==> src/rtl/mt_reorder_buf.sv <==
module mt_reorder_buf #(
  parameter int NTHR   = 4,
  parameter int TDEPTH = 8,
  parameter int CAP    = 12,
  parameter int SQW    = 2,
  parameter int SEQW   = 16,
  localparam int TW    = (NTHR > 1) ? $clog2(NTHR) : 1,
  localparam int IW    = (TDEPTH > 1) ? $clog2(TDEPTH) : 1,
  localparam int CW    = $clog2(TDEPTH + 1),
  localparam int TCW   = $clog2(CAP + 1)
) (
  input  logic                 clk,
  input  logic                 rst_n,
  input  logic [NTHR-1:0]      act_mask,
  input  logic                 disp_valid,
  input  logic [TW-1:0]        disp_tid,
  input  logic [SEQW-1:0]      disp_seq,
  output logic                 disp_ready,
  output logic [IW-1:0]        disp_slot,
  input  logic                 cmpl_valid,
  input  logic [TW-1:0]        cmpl_tid,
  input  logic [IW-1:0]        cmpl_slot,
  input  logic [NTHR-1:0]      retire_req,
  output logic [NTHR-1:0]      retire_done,
  input  logic                 sq_valid,
  input  logic [TW-1:0]        sq_tid,
  input  logic [SEQW-1:0]      sq_bound,
  output logic [NTHR-1:0]      sq_busy,
  output logic [NTHR*SEQW-1:0] old_seq,
  output logic [NTHR-1:0]      old_rdy,
  output logic [NTHR-1:0]      old_sqd,
  output logic                 commit_ok,
  output logic                 gh_valid,
  output logic [TW-1:0]        gh_tid,
  output logic [SEQW-1:0]      gh_seq,
  output logic                 gt_valid,
  output logic [TW-1:0]        gt_tid,
  output logic [SEQW-1:0]      gt_seq
);

  logic [TCW-1:0]                tot;
  logic [NTHR-1:0]               ne_a, full_a, ret_acc;
  logic [NTHR-1:0][IW-1:0]       tl_a;
  logic [NTHR-1:0][SEQW-1:0]     os_a, ys_a;

  wire disp_acc = disp_valid && disp_ready;
  wire sq_acc   = sq_valid && (tot != '0);

  assign disp_ready = (tot < TCW'(CAP)) && !full_a[disp_tid] && !sq_busy[disp_tid]
                      && !(sq_valid && sq_tid == disp_tid);
  assign disp_slot  = tl_a[disp_tid];
  assign retire_done = ret_acc;
  assign old_seq    = os_a;
  assign commit_ok  = |(old_rdy & act_mask);

  always_ff @(posedge clk or negedge rst_n)
    if (!rst_n) tot <= '0;
    else        tot <= tot + TCW'(disp_acc) - TCW'($countones(ret_acc));

  for (genvar g = 0; g < NTHR; g++) begin : g_thr
    logic [SEQW-1:0]   seq_q [TDEPTH];
    logic [TDEPTH-1:0] rdy_q, sqd_q, rdy_n, sqd_n, mk, dbit, cbit, w_mark;
    logic [IW-1:0]     hd, tl, wk, w_idx;
    logic [CW-1:0]     cnt, wl, w_left;
    logic [SEQW-1:0]   bnd;
    logic              busy, w_fin;

    wire me_disp = disp_acc && (disp_tid == TW'(g));
    wire me_cmpl = cmpl_valid && (cmpl_tid == TW'(g));
    wire me_sq   = sq_acc && (sq_tid == TW'(g));

    always_comb begin
      w_idx  = wk;
      w_left = wl;
      w_fin  = 1'b0;
      w_mark = '0;
      for (int k = 0; k < SQW; k++) begin
        if (!w_fin) begin
          if (w_left == '0 || seq_q[w_idx] <= bnd) w_fin = 1'b1;
          else begin
            w_mark[w_idx] = 1'b1;
            w_idx  = w_idx - 1'b1;
            w_left = w_left - 1'b1;
          end
        end
      end
      if (!w_fin && (w_left == '0 || seq_q[w_idx] <= bnd)) w_fin = 1'b1;
    end

    assign mk    = busy ? w_mark : '0;
    assign dbit  = TDEPTH'(me_disp) << tl;
    assign cbit  = TDEPTH'(me_cmpl) << cmpl_slot;
    assign rdy_n = (rdy_q | mk | cbit) & ~dbit;
    assign sqd_n = (sqd_q | mk) & ~dbit;

    assign ret_acc[g] = retire_req[g] && (cnt != '0) && rdy_q[hd] && !busy && !me_sq;
    assign ne_a[g]    = cnt != '0;
    assign full_a[g]  = cnt == CW'(TDEPTH);
    assign tl_a[g]    = tl;
    assign sq_busy[g] = busy;
    assign os_a[g]    = ne_a[g] ? seq_q[hd] : '0;
    assign ys_a[g]    = seq_q[tl - 1'b1];
    assign old_rdy[g] = ne_a[g] && rdy_q[hd];
    assign old_sqd[g] = ne_a[g] && sqd_q[hd];

    always_ff @(posedge clk)
      if (me_disp) seq_q[tl] <= disp_seq;

    always_ff @(posedge clk or negedge rst_n)
      if (!rst_n) begin
        hd <= '0; tl <= '0; cnt <= '0; rdy_q <= '0; sqd_q <= '0;
        busy <= 1'b0; bnd <= '0; wk <= '0; wl <= '0;
      end else begin
        rdy_q <= rdy_n;
        sqd_q <= sqd_n;
        if (me_disp)    tl <= tl + 1'b1;
        if (ret_acc[g]) hd <= hd + 1'b1;
        cnt <= cnt + CW'(me_disp) - CW'(ret_acc[g]);
        if (me_sq) begin
          busy <= 1'b1;
          bnd  <= sq_bound;
          wk   <= tl - 1'b1;
          wl   <= cnt;
        end else if (busy) begin
          wk <= w_idx;
          wl <= w_left;
          if (w_fin) busy <= 1'b0;
        end
      end
  end

  always_comb begin
    gh_valid = 1'b0; gh_tid = '0; gh_seq = '0;
    gt_valid = 1'b0; gt_tid = '0; gt_seq = '0;
    for (int t = 0; t < NTHR; t++) begin
      if (act_mask[t] && ne_a[t] && (!gh_valid || os_a[t] < gh_seq)) begin
        gh_valid = 1'b1; gh_tid = TW'(t); gh_seq = os_a[t];
      end
      if (act_mask[t] && ne_a[t] && (!gt_valid || ys_a[t] > gt_seq)) begin
        gt_valid = 1'b1; gt_tid = TW'(t); gt_seq = ys_a[t];
      end
    end
  end

endmodule

==> config.mk <==
export PLATFORM = sky130hd
export DESIGN_NAME = mt_reorder_buf
export DESIGN_NICKNAME = d
export VERILOG_FILES = /design/src/rtl/mt_reorder_buf.sv
export SDC_FILE = /design/constraint.sdc
export NUM_CORES = 2
export LEC_CHECK = 0
export BUFFER_PORTS_ARGS = -buffer_cell sky130_fd_sc_hd__buf_2
export CORE_MARGIN = 4
export CORE_UTILIZATION = 44
export DETAILED_ROUTE_END_ITERATION = 16
export PLACE_DENSITY_LB_ADDON = 0.05
export SLEW_MARGIN = 20
export SYNTH_ARGS = -nofsm -noshare
export SYNTH_HDL_FRONTEND = slang
export SYNTH_SLANG_ARGS = --single-unit
==> constraint.sdc <==
create_clock -name clk -period 15.8 [get_ports clk]
set_input_delay 3.16 -clock clk [delete_from_list [all_inputs] [get_ports clk]]
set_output_delay 3.16 -clock clk [all_outputs]
set_load 0.1 [all_outputs]
==> impl_metrics.json <==
{
  "drive_gt1_share_pct": 23.6,
  "grt_max_degree": 136,
  "place.gp.congestion": 0.990,
  "area_growth_pct": 11.8,
  "synth_ff_type": "edfxtp_1",
  "critPathSlowestCell": "mux2i_1",
  "finalCriticalPeriod_ns": 15.09,
  "yosysWarnings": 0,
  "synth_compound_area_share_pct": 13.2,
  "postCtsSetupRepairBufs": 0,
  "drc": 0,
  "grt_use_total_pct": 35.3,
  "dr.pass1.iters": 7,
  "cts_root_buffer": "clkbuf_16",
  "slowest_delay_ns": 0.90,
  "met3_length_mm": 32.0,
  "cts_hold_buf": 0,
  "final_cell_mix": "nand2_1 (519), edfxtp_1 (512), mux4_2 (475), ha_1 (340), nor2_1 (314)",
  "fillCellCount": 11200,
  "drt_iter0_drc": 6659,
  "rows": 130,
  "period_share_pct": 95.5,
  "endpoint_kind": "primary output",
  "synth_edf_count": 512,
  "fp.dieH_um": 364,
  "wirelength_met1_mm": 93.5,
  "hp-class": "reg -> reg",
  "vias": 46900,
  "clk_pin_slew_ns": 0.06,
  "ios": 177,
  "yosys-mux-area-fraction_pct": 26.3,
  "ant_nets": 0,
  "grt_pass1_vias": 44400,
  "synthCells": 4968,
  "coreArea_um2": 126000,
  "synth_nets": 5370,
  "stdcell_count": 6775,
  "path_class": "reg -> out",
  "wl_met2_mm": 98.8,
  "rsz0062_at_grt": "false",
  "top_layer": "met5",
  "final_util_pct": 49.6,
  "path_max_fanout": 32,
  "clkSinkCount": 716,
  "async_flop_share_pct": 28.5,
  "cp-start-kind": "flop",
  "synth_xor_area_share_pct": 1.14,
  "netlist_area_um2": 55800,
  "numCtsBuffers": 87,
  "synth-seq-cells": 716,
  "grt_pass1_wl_mm": 335,
  "finalSetupTns_ns": 0,
  "max-cap-violations": 0,
  "clock_path_buffers": 3,
  "setup_violations": 0,
  "crit_arrival_ns": 11.93,
  "drt-total-wl_mm": 237,
  "ys_types": 101,
  "finClkSkew_ns": 0.0380,
  "overflow": 0,
  "ys_seq_area_share_pct": 36.7,
  "clock_latency_ns": 0.71,
  "avgSynthCellArea_um2": 11.2,
  "crit_top_cell": "a21o_1",
  "fmax_mhz": 66.3,
  "relSlewSlack_pct": 10.8,
  "antenna_found_initial": 28,
  "final_common_cell": "nand2_1",
  "routedWlPerCell_um": 35.0,
  "yosys.area_share.simple_pct": 10.6,
  "status": "complete, no violations",
  "dp_hpwl_mm": 167,
  "htreeDepth": 3,
  "vias_per_cell": 6.92,
  "ctsResizeCount": 0,
  "io_buffer_count": 176,
  "start_util_pct": 44.4,
  "synth_top_family_by_area": "multiplexers",
  "slew_viol_final": 0,
  "finalNetCount": 5444,
  "required_ns": 12.64,
  "cp_top_family": "compound AO/OA/AOI/OAI gates",
  "fp.dieArea_um2": 133000,
  "cts_tree": "yes",
  "synthAdderAreaFrac_pct": 7.91,
  "tightest_slew_ns": 1.33,
  "cp_num_buf_inv": 3,
  "final-hold-violation-count": 0,
  "die_w_um": 364,
  "dp_cells": 6603
}
area by class of cell:
type                       count  area (µm²)  area share, %
inverter                     256         961           1.54
clock buffer                 101        2290           3.67
clock inverter                61         619          0.992
sequential                   716       20500           32.8
tap                         1650        2060           3.31
multi-input combinational   3653       33400           53.5
timing repair buffer         328        2570           4.11
antenna                       10        25.0         0.0401
worst reg2reg max path, delay by kind of cell, from the launching register on:
family | cells | cell delay [ns]
fa+ha+maj | 3 | 1.04
flops | 1 | 0.33
buf+inv | 4 | 2.19
compound gates | 21 | 5.65
simple gates | 9 | 2.93
cell families (layout without fill, tap and decap cells):
logic type                 Yosys count  count (layout)
and+or+nand+nor                   1292            1292
AOI/OAI and AO/OA                 1097            1097
muxes                              849             849
DFF                                716             716
buffers and inverters              599             746
adders and majority gates          348             348
xor gates and xnor gates            67              67
other                                0              10
routing by layer:
metal	global-route usage (%)	vias up
met5	0.472	-
met4	16.2	24
met3	13.1	515
met2	50.2	3092
met1	48.0	23600
li1	-	19700
registers in the layout, indices dropped and copies added (netlist names):
| register | cells |
|---|---|
| g_thr.bnd | 64 |
| g_thr.busy | 4 |
| g_thr.cnt | 16 |
| g_thr.hd | 12 |
| g_thr.rdy_q | 32 |
| g_thr.seq_q | 512 |
| g_thr.sqd_q | 32 |
| g_thr.tl | 12 |
| g_thr.wk | 12 |
| g_thr.wl | 16 |
| tot | 4 |
metrics by stage:
stage / cell area (µm²) / worst slack [ns] / hold slack (ns)
finish: 62400 / 0.712 / 0.478
global route: 62400 / 0.144 / 0.497
CTS: 62400 / 0.892 / 0.484
detailed placement: 59500 / 0.922 / 0.476
global placement: 59500 / 0.907 / 0.462
floorplan: 55800 / 0.849 / 0.457
final timing paths:
path | slack, ns | start | depth (start not counted) | endpoint
max | 0.71 | g_thr[1].hd[1]$_DFFE_PN0P_ | 33 | gh_seq[3]
min | 0.48 | g_thr[2].hd[2]$_DFFE_PN0P_ | 1 | g_thr[2].hd[2]$_DFFE_PN0P_
max reg2reg | 3.54 | g_thr[1].wk[2]$_DFFE_PN0P_ | 37 | g_thr[1].busy$_DFF_PN0_
min reg2reg | 0.48 | g_thr[2].hd[2]$_DFFE_PN0P_ | 1 | g_thr[2].hd[2]$_DFFE_PN0P_
max in group asynchronous | 11.96 | rst_n | 2 | g_thr[3].wk[2]$_DFFE_PN0P_
min in group asynchronous | 2.46 | rst_n | 1 | g_thr[1].cnt[0]$_DFF_PN0_
Yosys cell counts (19+ instances only):
cell type    n  area share (%)
nand2b_1    43            0.48
nor4_1      34            0.38
o2111ai_1   35            0.55
clkbuf_1   243             1.6
mux4_2     475              19
a2bb2oi_1   26            0.41
ha_1       340             7.6
a31o_2      19            0.30
xnor2_1     44            0.69
o211ai_1    24            0.32
edfxtp_1   512              28
nor2_1     333             2.2
o21a_1      45            0.61
a211o_1     25            0.39
nand4_1     66            0.74
nand3_1     62            0.56
nand2_1    519             3.5
buf_2       26            0.23
and2_1      35            0.39
nor3_1      88            0.79
buf_1       62            0.42
nor2b_1     24            0.27
mux2i_1    220             3.9
a21o_1      73            0.98
nor4b_1     32            0.50
mux2_2     147             3.0
dfrtp_1    204             9.1
a211oi_1    31            0.42
a21oi_1    188             1.7
o21ai_0    223             2.0
o22ai_1    206             2.3
o221ai_1    30            0.47
inv_1      250             1.7
Power is left out: the tool's default activity adds up to more than one toggle a clock period on the data nets, which glitch-free logic cannot reach.
